--- src/rtl/tlu_pkg.sv ---
package tlu_pkg;
  localparam int TT_W  = 8;
  localparam int IDX_W = 3;

  typedef struct packed {
    logic lt;
    logic gt;
    logic eq;
    logic so;
  } crf_t;

  // Table lookup for one bit position: dest is index MSB, b is index LSB.
  function automatic logic lut_pick(input logic [TT_W-1:0] table_bits,
                                    input logic d, input logic a, input logic b);
    logic [IDX_W-1:0] idx;
    idx = {d, a, b};
    return table_bits[idx];
  endfunction
endpackage

--- src/rtl/tlu_lut_bit.sv ---
module tlu_lut_bit
  import tlu_pkg::*;
(
  input  logic [TT_W-1:0] tt,
  input  logic            d,
  input  logic            a,
  input  logic            b,
  output logic            y
);
  always_comb y = lut_pick(tt, d, a, b);
endmodule

--- src/rtl/tlu_cond_gen.sv ---
module tlu_cond_gen
  import tlu_pkg::*;
#(
  parameter int XLEN = 64
) (
  input  logic [XLEN-1:0] value,
  input  logic            so_in,
  output crf_t            crf
);
  logic is_zero;
  logic is_neg;

  always_comb begin
    is_zero = (value == '0);
    is_neg  = value[XLEN-1];
    crf.lt  = is_neg;
    crf.eq  = is_zero;
    crf.gt  = !is_neg && !is_zero;
    crf.so  = so_in;
  end
endmodule

--- src/rtl/ternlog_unit.sv ---
module ternlog_unit
  import tlu_pkg::*;
#(
  parameter int XLEN    = 64,
  parameter bit REG_OUT = 1'b1
) (
  input  logic            clk,
  input  logic            rst_n,
  input  logic            in_valid,
  input  logic [XLEN-1:0] dest_old,
  input  logic [XLEN-1:0] opa,
  input  logic [XLEN-1:0] opb,
  input  logic [7:0]      tt,
  input  logic            rec,
  input  logic            so_in,
  output logic            out_valid,
  output logic [XLEN-1:0] result,
  output logic [3:0]      cond,
  output logic            cond_valid
);
  localparam int CW = $bits(crf_t);

  logic [XLEN-1:0] lut_out;
  crf_t            crf_next;
  logic            rec_fire;
  logic [CW-1:0]   cond_next;

  for (genvar i = 0; i < XLEN; i++) begin : g_bit
    tlu_lut_bit u_bit (
      .tt (tt),
      .d  (dest_old[i]),
      .a  (opa[i]),
      .b  (opb[i]),
      .y  (lut_out[i])
    );
  end

  tlu_cond_gen #(.XLEN(XLEN)) u_cond (
    .value (lut_out),
    .so_in (so_in),
    .crf   (crf_next)
  );

  assign rec_fire  = in_valid && rec;
  assign cond_next = rec_fire ? crf_next : '0;

  if (REG_OUT) begin : g_reg
    logic            ov_q;
    logic            cv_q;
    logic [XLEN-1:0] res_q;
    logic [CW-1:0]   cond_q;

    always_ff @(posedge clk or negedge rst_n) begin
      if (!rst_n) begin
        ov_q   <= 1'b0;
        cv_q   <= 1'b0;
        res_q  <= '0;
        cond_q <= '0;
      end else begin
        ov_q   <= in_valid;
        cv_q   <= rec_fire;
        cond_q <= cond_next;
        if (in_valid) res_q <= lut_out;
      end
    end

    assign out_valid  = ov_q;
    assign cond_valid = cv_q;
    assign result     = res_q;
    assign cond       = cond_q;
  end else begin : g_comb
    assign out_valid  = in_valid;
    assign cond_valid = rec_fire;
    assign result     = lut_out;
    assign cond       = cond_next;
  end
endmodule

--- config.mk ---
export PLATFORM = sky130hd
export DESIGN_NAME = ternlog_unit
export DESIGN_NICKNAME = d
export VERILOG_FILES = /design/src/rtl/tlu_pkg.sv /design/src/rtl/tlu_lut_bit.sv /design/src/rtl/tlu_cond_gen.sv /design/src/rtl/ternlog_unit.sv
export SDC_FILE = /design/constraint.sdc
export NUM_CORES = 1
export LEC_CHECK = 0
export ABC_AREA = 0
export BUFFER_PORTS_ARGS = -buffer_cell sky130_fd_sc_hd__clkbuf_2
export CAP_MARGIN = 20
export CORE_MARGIN = 2
export CORE_UTILIZATION = 50
export CTS_CLUSTER_SIZE = 12
export DETAILED_ROUTE_END_ITERATION = 7
export GPL_TIMING_DRIVEN = 0
export PLACE_DENSITY = 0.83
export SYNTH_ARGS = -nofsm -noshare
export SYNTH_HDL_FRONTEND = slang
export SYNTH_SLANG_ARGS = --single-unit
--- constraint.sdc ---
create_clock -name clk -period 0.85 [get_ports clk]
set_input_delay 0.0425 -clock clk [delete_from_list [all_inputs] [get_ports clk]]
set_output_delay 0.0425 -clock clk [all_outputs]
set_load 0.01 [all_outputs]
======== Yosys cells after proc, flatten, opt, wreduce, memory -nomap -nowiden ========
Cells that the tools add are included.
storage, ports and cells
  register bits after elaboration ......... 70
  latch bits .............................. 0
  RAM bits ................................ 0
  bits in read-only memories .............. 0
  input bits .............................. 205
  memories kept ........................... 0
cells by class
  add/subtract/negate cells ............... 0
  $mul .................................... 0
  divide/modulo/power cells ............... 0
  $lt $le $gt $ge ......................... 64
  equal/unequal tests ..................... 0
  shifts and indexed selects .............. 0
  muxes and demuxes ....................... 129
  bitwise logic cells ..................... 0
  reductions and logical operators ........ 5
operator list
  cell                count
  $lt 3x4->1 const B  64
  $bmux 1 s3          64
  $logic_not 64->1    1
  $mux 1              64
  $mux 4              1
  $logic_and 1x1->1   2
  $logic_not 1->1     2

======== Longest topological paths before layout ========
  depth in word-level cells ............... 6
  mapped depth ............................ 8
  gate-level depth less buffers ........... 6

======== Modules after synthesis ========
Synthesis repeated with hierarchy kept, for this count alone.
second synthesis, totals
  cells, all modules ...................... 364
  area total of the unflattened synthesis .. 6854.1 um^2
modules (own cells, without submodules)
  module        times used  cells each  area each (um^2)
  tlu_lut_bit   64          3           63.8
  ternlog_unit  1           147         2581.2
  tlu_cond_gen  1           25          188.9

======== Worst setup path before layout ========
OpenSTA, ideal clock, no wires.
  kind .................................... input-to-reg
  start ................................... in tt[2]
  end ..................................... reg g_reg.cond_q[2] (netlist: cond[2])
  library setup time ...................... 0.120 ns
  arrival time ............................ 1.601 ns
  data required time ...................... 0.730 ns
  setup slack ............................. -0.871 ns
  stages on the path ...................... 8
  path buffers ............................ 2
  cells stage by stage .................... buf_6 > clkbuf_8 > mux4_1 > mux2i_1 > nand4_1 > nor4_1 > nand4_1 > and3_1
on the way
  longest elaborated chain between the ends .. 6
  elaborated cells between the ends (all ways) .. 133
  those cells by class .................... 129 x mux; 4 x reduce/logical
RTL lines
  item                          line                RTL
  from (decl)                   ternlog_unit.sv:13  input logic [7:0] tt,
  $bmux 1 s3                    tlu_pkg.sv:17       return table_bits[idx];
  $mux 1 (implied by the code)  tlu_pkg.sv:17
  $logic_not 64->1              tlu_cond_gen.sv:14  is_zero = (value == '0);
  $logic_not 1->1               tlu_cond_gen.sv:18  crf.gt = !is_neg && !is_zero;
  $logic_and 1x1->1 (*)         tlu_cond_gen.sv:18
  $mux 4 (*)                    ternlog_unit.sv:45  assign cond_next = rec_fire ? crf_next : '0;
  net cond_next[2]              ternlog_unit.sv:26  logic [CW-1:0] cond_next;
  to (signal assigned)          ternlog_unit.sv:62  cond_q <= cond_next;
  to (decl)                     ternlog_unit.sv:51  logic [CW-1:0] cond_q;
The timed path passes the listed nets; every way through them passes the cells marked *. The select of a mux whose other input is x is not followed.
A chain may end at the register's enable or synchronous reset.

======== Worst setup path after layout ========
  start ................................... in tt[3]
  end ..................................... reg g_reg.cond_q[2] (netlist: cond[2])
The elaborated chain is that of the path after synthesis.

==> reports/metrics.yaml <==
clocking:
  path_clk_slew_ns: 0.06
  clockRootBuffer: "clkbuf_16"
  htree_levels: 3
  numCtsBuffers: 9
  clockBufferDepth: 2
  clock_latency_ns: 0.32
  cts_tree: "done"
  cts.sinks: 70
run:
  max-cap-violations: 0
yosys:
  ys_top_cells_by_area: "mux4_2, dfrtp_1, mux4_1"
  syn-cell-area_um2: 6460
  synthCells: 485
  synthesis.nets: 690
  synth-seq-cells: 70
  yosysUniqueCellTypes: 17
  ys_warn_count: 0
  yosys.area.top_type: "mux4_2"
  postSynthAreaPerCell_um2: 13.3
  synth_seq_area_share: 0.271
  synth_top_cell_area_share: 0.342
grt:
  track_usage: 0.387
  grt_max_degree: 50
  antenna_found_initial: 0
  grt-ovfl-total: 0
  grt_pass1_vias: 7016
  grt_pass1_wl_um: 40200
timing:
  rsz0062_at_grt: "yes"
  hold_violations: 0
  setup_ws_ns: -0.978
  finalCritPeriodShare: 2.15
  worst_slew_pin_slew_ns: 0.688
  slew_headroom: 0.541
  finClkSkew_ns: 0
  final-max-slew-violation-count: 0
  min_period_ns: 1.83
  finalSetupViolations: 135
  fmax_mhz: 547
status:
  outcome: "finished with violations"
  failed_checks: "setup timing"
placed_design:
  place_hpwl_um: 18800
  post-place-cells: 926
  gp_congestion: 0.990
  portBuffers: 268
  dpl_cell_area_um2: 8070
die:
  dieArea_um2: 13800
  rows: 41
  pin_count: 275
  initial_core_util: 0.512
  die_w_um: 118
  die_h_um: 118
  core_area_um2: 12600
layout:
  instances_no_fill: 1011
  fin_area_um2: 10500
  diodes: 0
  drive_above_1_share: 0.758
  nets: 1039
  area_growth_pct: 62.7
route:
  drcViolationCount: 0
  wl_per_cell_um: 28.7
  vias: 6927
  drt_iter0_markers: 725
  firstDrtPassIters: 5
  vias_per_cell: 6.85
  ant_nets: 0
  wirelength_um: 29000
critical_path:
  start_kind: "primary input"
  cp.arrival_ns: 2.03
  worst_ep_required_time_ns: 1.05
  critPathKind: "in2reg"
  cp_max_fo: 10
  r2r_slack_ns: -0.08
  endpoint_kind: "flip-flop"
worst_hold_path:
  min_path_type: "in2reg"
power:
  power.leakage_nw: 4.44
  power_density_nw_per_um2: 1440
  max-vdd-ir-drop_mv: 1.22
## flip-flops by register name (all words and copies together), names as in the netlist
signal,cells
result,64
cond,4
cond_valid,1
out_valid,1
## cells in the final DEF, fill, tap and decap left out, drive strengths merged
cell | netlist | layout
bufinv | 0 | 3
clkbuf | 40 | 291
nor2 | 66 | 66
inv | 1 | 2
nand4 | 17 | 17
mux2i | 64 | 64
buf | 28 | 122
dfrtp | 70 | 70
mux4 | 128 | 128
dlygate4sd3 | 0 | 3
nand2 | 1 | 1
clkinv | 0 | 2
nor4 | 4 | 4
a21oi | 64 | 64
and3 | 2 | 2
## routing by layer
layer | wire (um) | GRT usage
met5 | 0 | 0
met4 | 2240 | 0.209
met3 | 3300 | 0.0809
met2 | 14500 | 0.650
met1 | 8980 | 0.470
## synth_stat cells
| library cell | count |
|---|---|
| clkbuf_1 | 38 |
| inv_1 | 1 |
| mux2i_1 | 64 |
| nor4_1 | 4 |
| mux4_2 | 98 |
| mux4_1 | 30 |
| nand2_1 | 1 |
| clkbuf_8 | 1 |
| dfrtp_1 | 70 |
| a21oi_1 | 64 |
| nand4_1 | 17 |
| clkbuf_2 | 1 |
| buf_6 | 8 |
| buf_2 | 19 |
| buf_4 | 1 |
| and3_1 | 2 |
| nor2_1 | 66 |
## power breakdown
group / switching (mW) / internal [mW] / leakage (nW)
sequential: 0.327 / 3.77 / 0.792
clock: 1.50 / 2.97 / 0.173
combinational: 3.04 / 3.49 / 3.47
## worst max-delay path, stage by stage
cell and delay [ns]:
clkbuf_16 0.15, buf_2 0.18, mux4_2 0.51, mux2i_2 0.26, nand4_1 0.20, nor4_2 0.29
nand4_1 0.19, and3_1 0.20
## through the flow
| stage | total power, mW | utilization | hold slack (ns) | TNS [ns] | worst slack, ns |
|---|---|---|---|---|---|
| 2_1_floorplan | 6.43 | - | -0.253 | -18.60 | -0.825 |
| 5_1_grt | 15.5 | 0.833 | 0.000453 | -14.32 | -1.02 |
| 4_1_cts | 14.0 | 0.775 | 0.00461 | -9.52 | -0.872 |
| 6_report | 15.1 | 0.833 | 0.0112 | -12.08 | -0.978 |
| 3_5_place_dp | 8.40 | 0.639 | -0.000200 | -48.23 | -1.83 |
| 3_3_place_gp | 8.21 | 0.637 | 0.220 | -97.91 | -1.82 |
## kinds of logic after synthesis
group / share of synthesized area
and+or+nand+nor: 0.0612
muxes: 0.563
buffers and inverters: 0.0554
AOI/OAI and AO/OA: 0.0496
DFF: 0.271
## worst paths after layout
| check | start | cells past startpoint | end |
|---|---|---|---|
| setup / recovery | tt[3] | 8 | cond[2] |
| hold / removal | rec | 2 | cond[0] |
| setup reg to reg | result[18] | 3 | result[18] |
| hold reg to reg | result[61] | 2 | result[61] |
| max in group asynchronous | rst_n | 3 | result[0] |
| min in group asynchronous | rst_n | 2 | result[5] |
## area by class of cell
cell class / count / area, um2
multi-input cells: 346 / 5000
repair buffers: 338 / 2260
fillers: 655 / 2110
flip-flops and latches: 70 / 1750
plain buffers: 68 / 920
clock buffers: 10 / 239
well taps: 172 / 215
clock inverters: 6 / 116
inverters: 1 / 3.75
## what timing repair did
action	4_1_cts	5_1_grt
endpoints found under the setup margin	136	137
hold endpoints to repair	23	0
resized for setup	190	153
pin swaps	16	9
hold buffers	3	0
setup buffers	36	18
gates cloned	11	3
No activity file was read; power rests on OpenSTA's default activity.
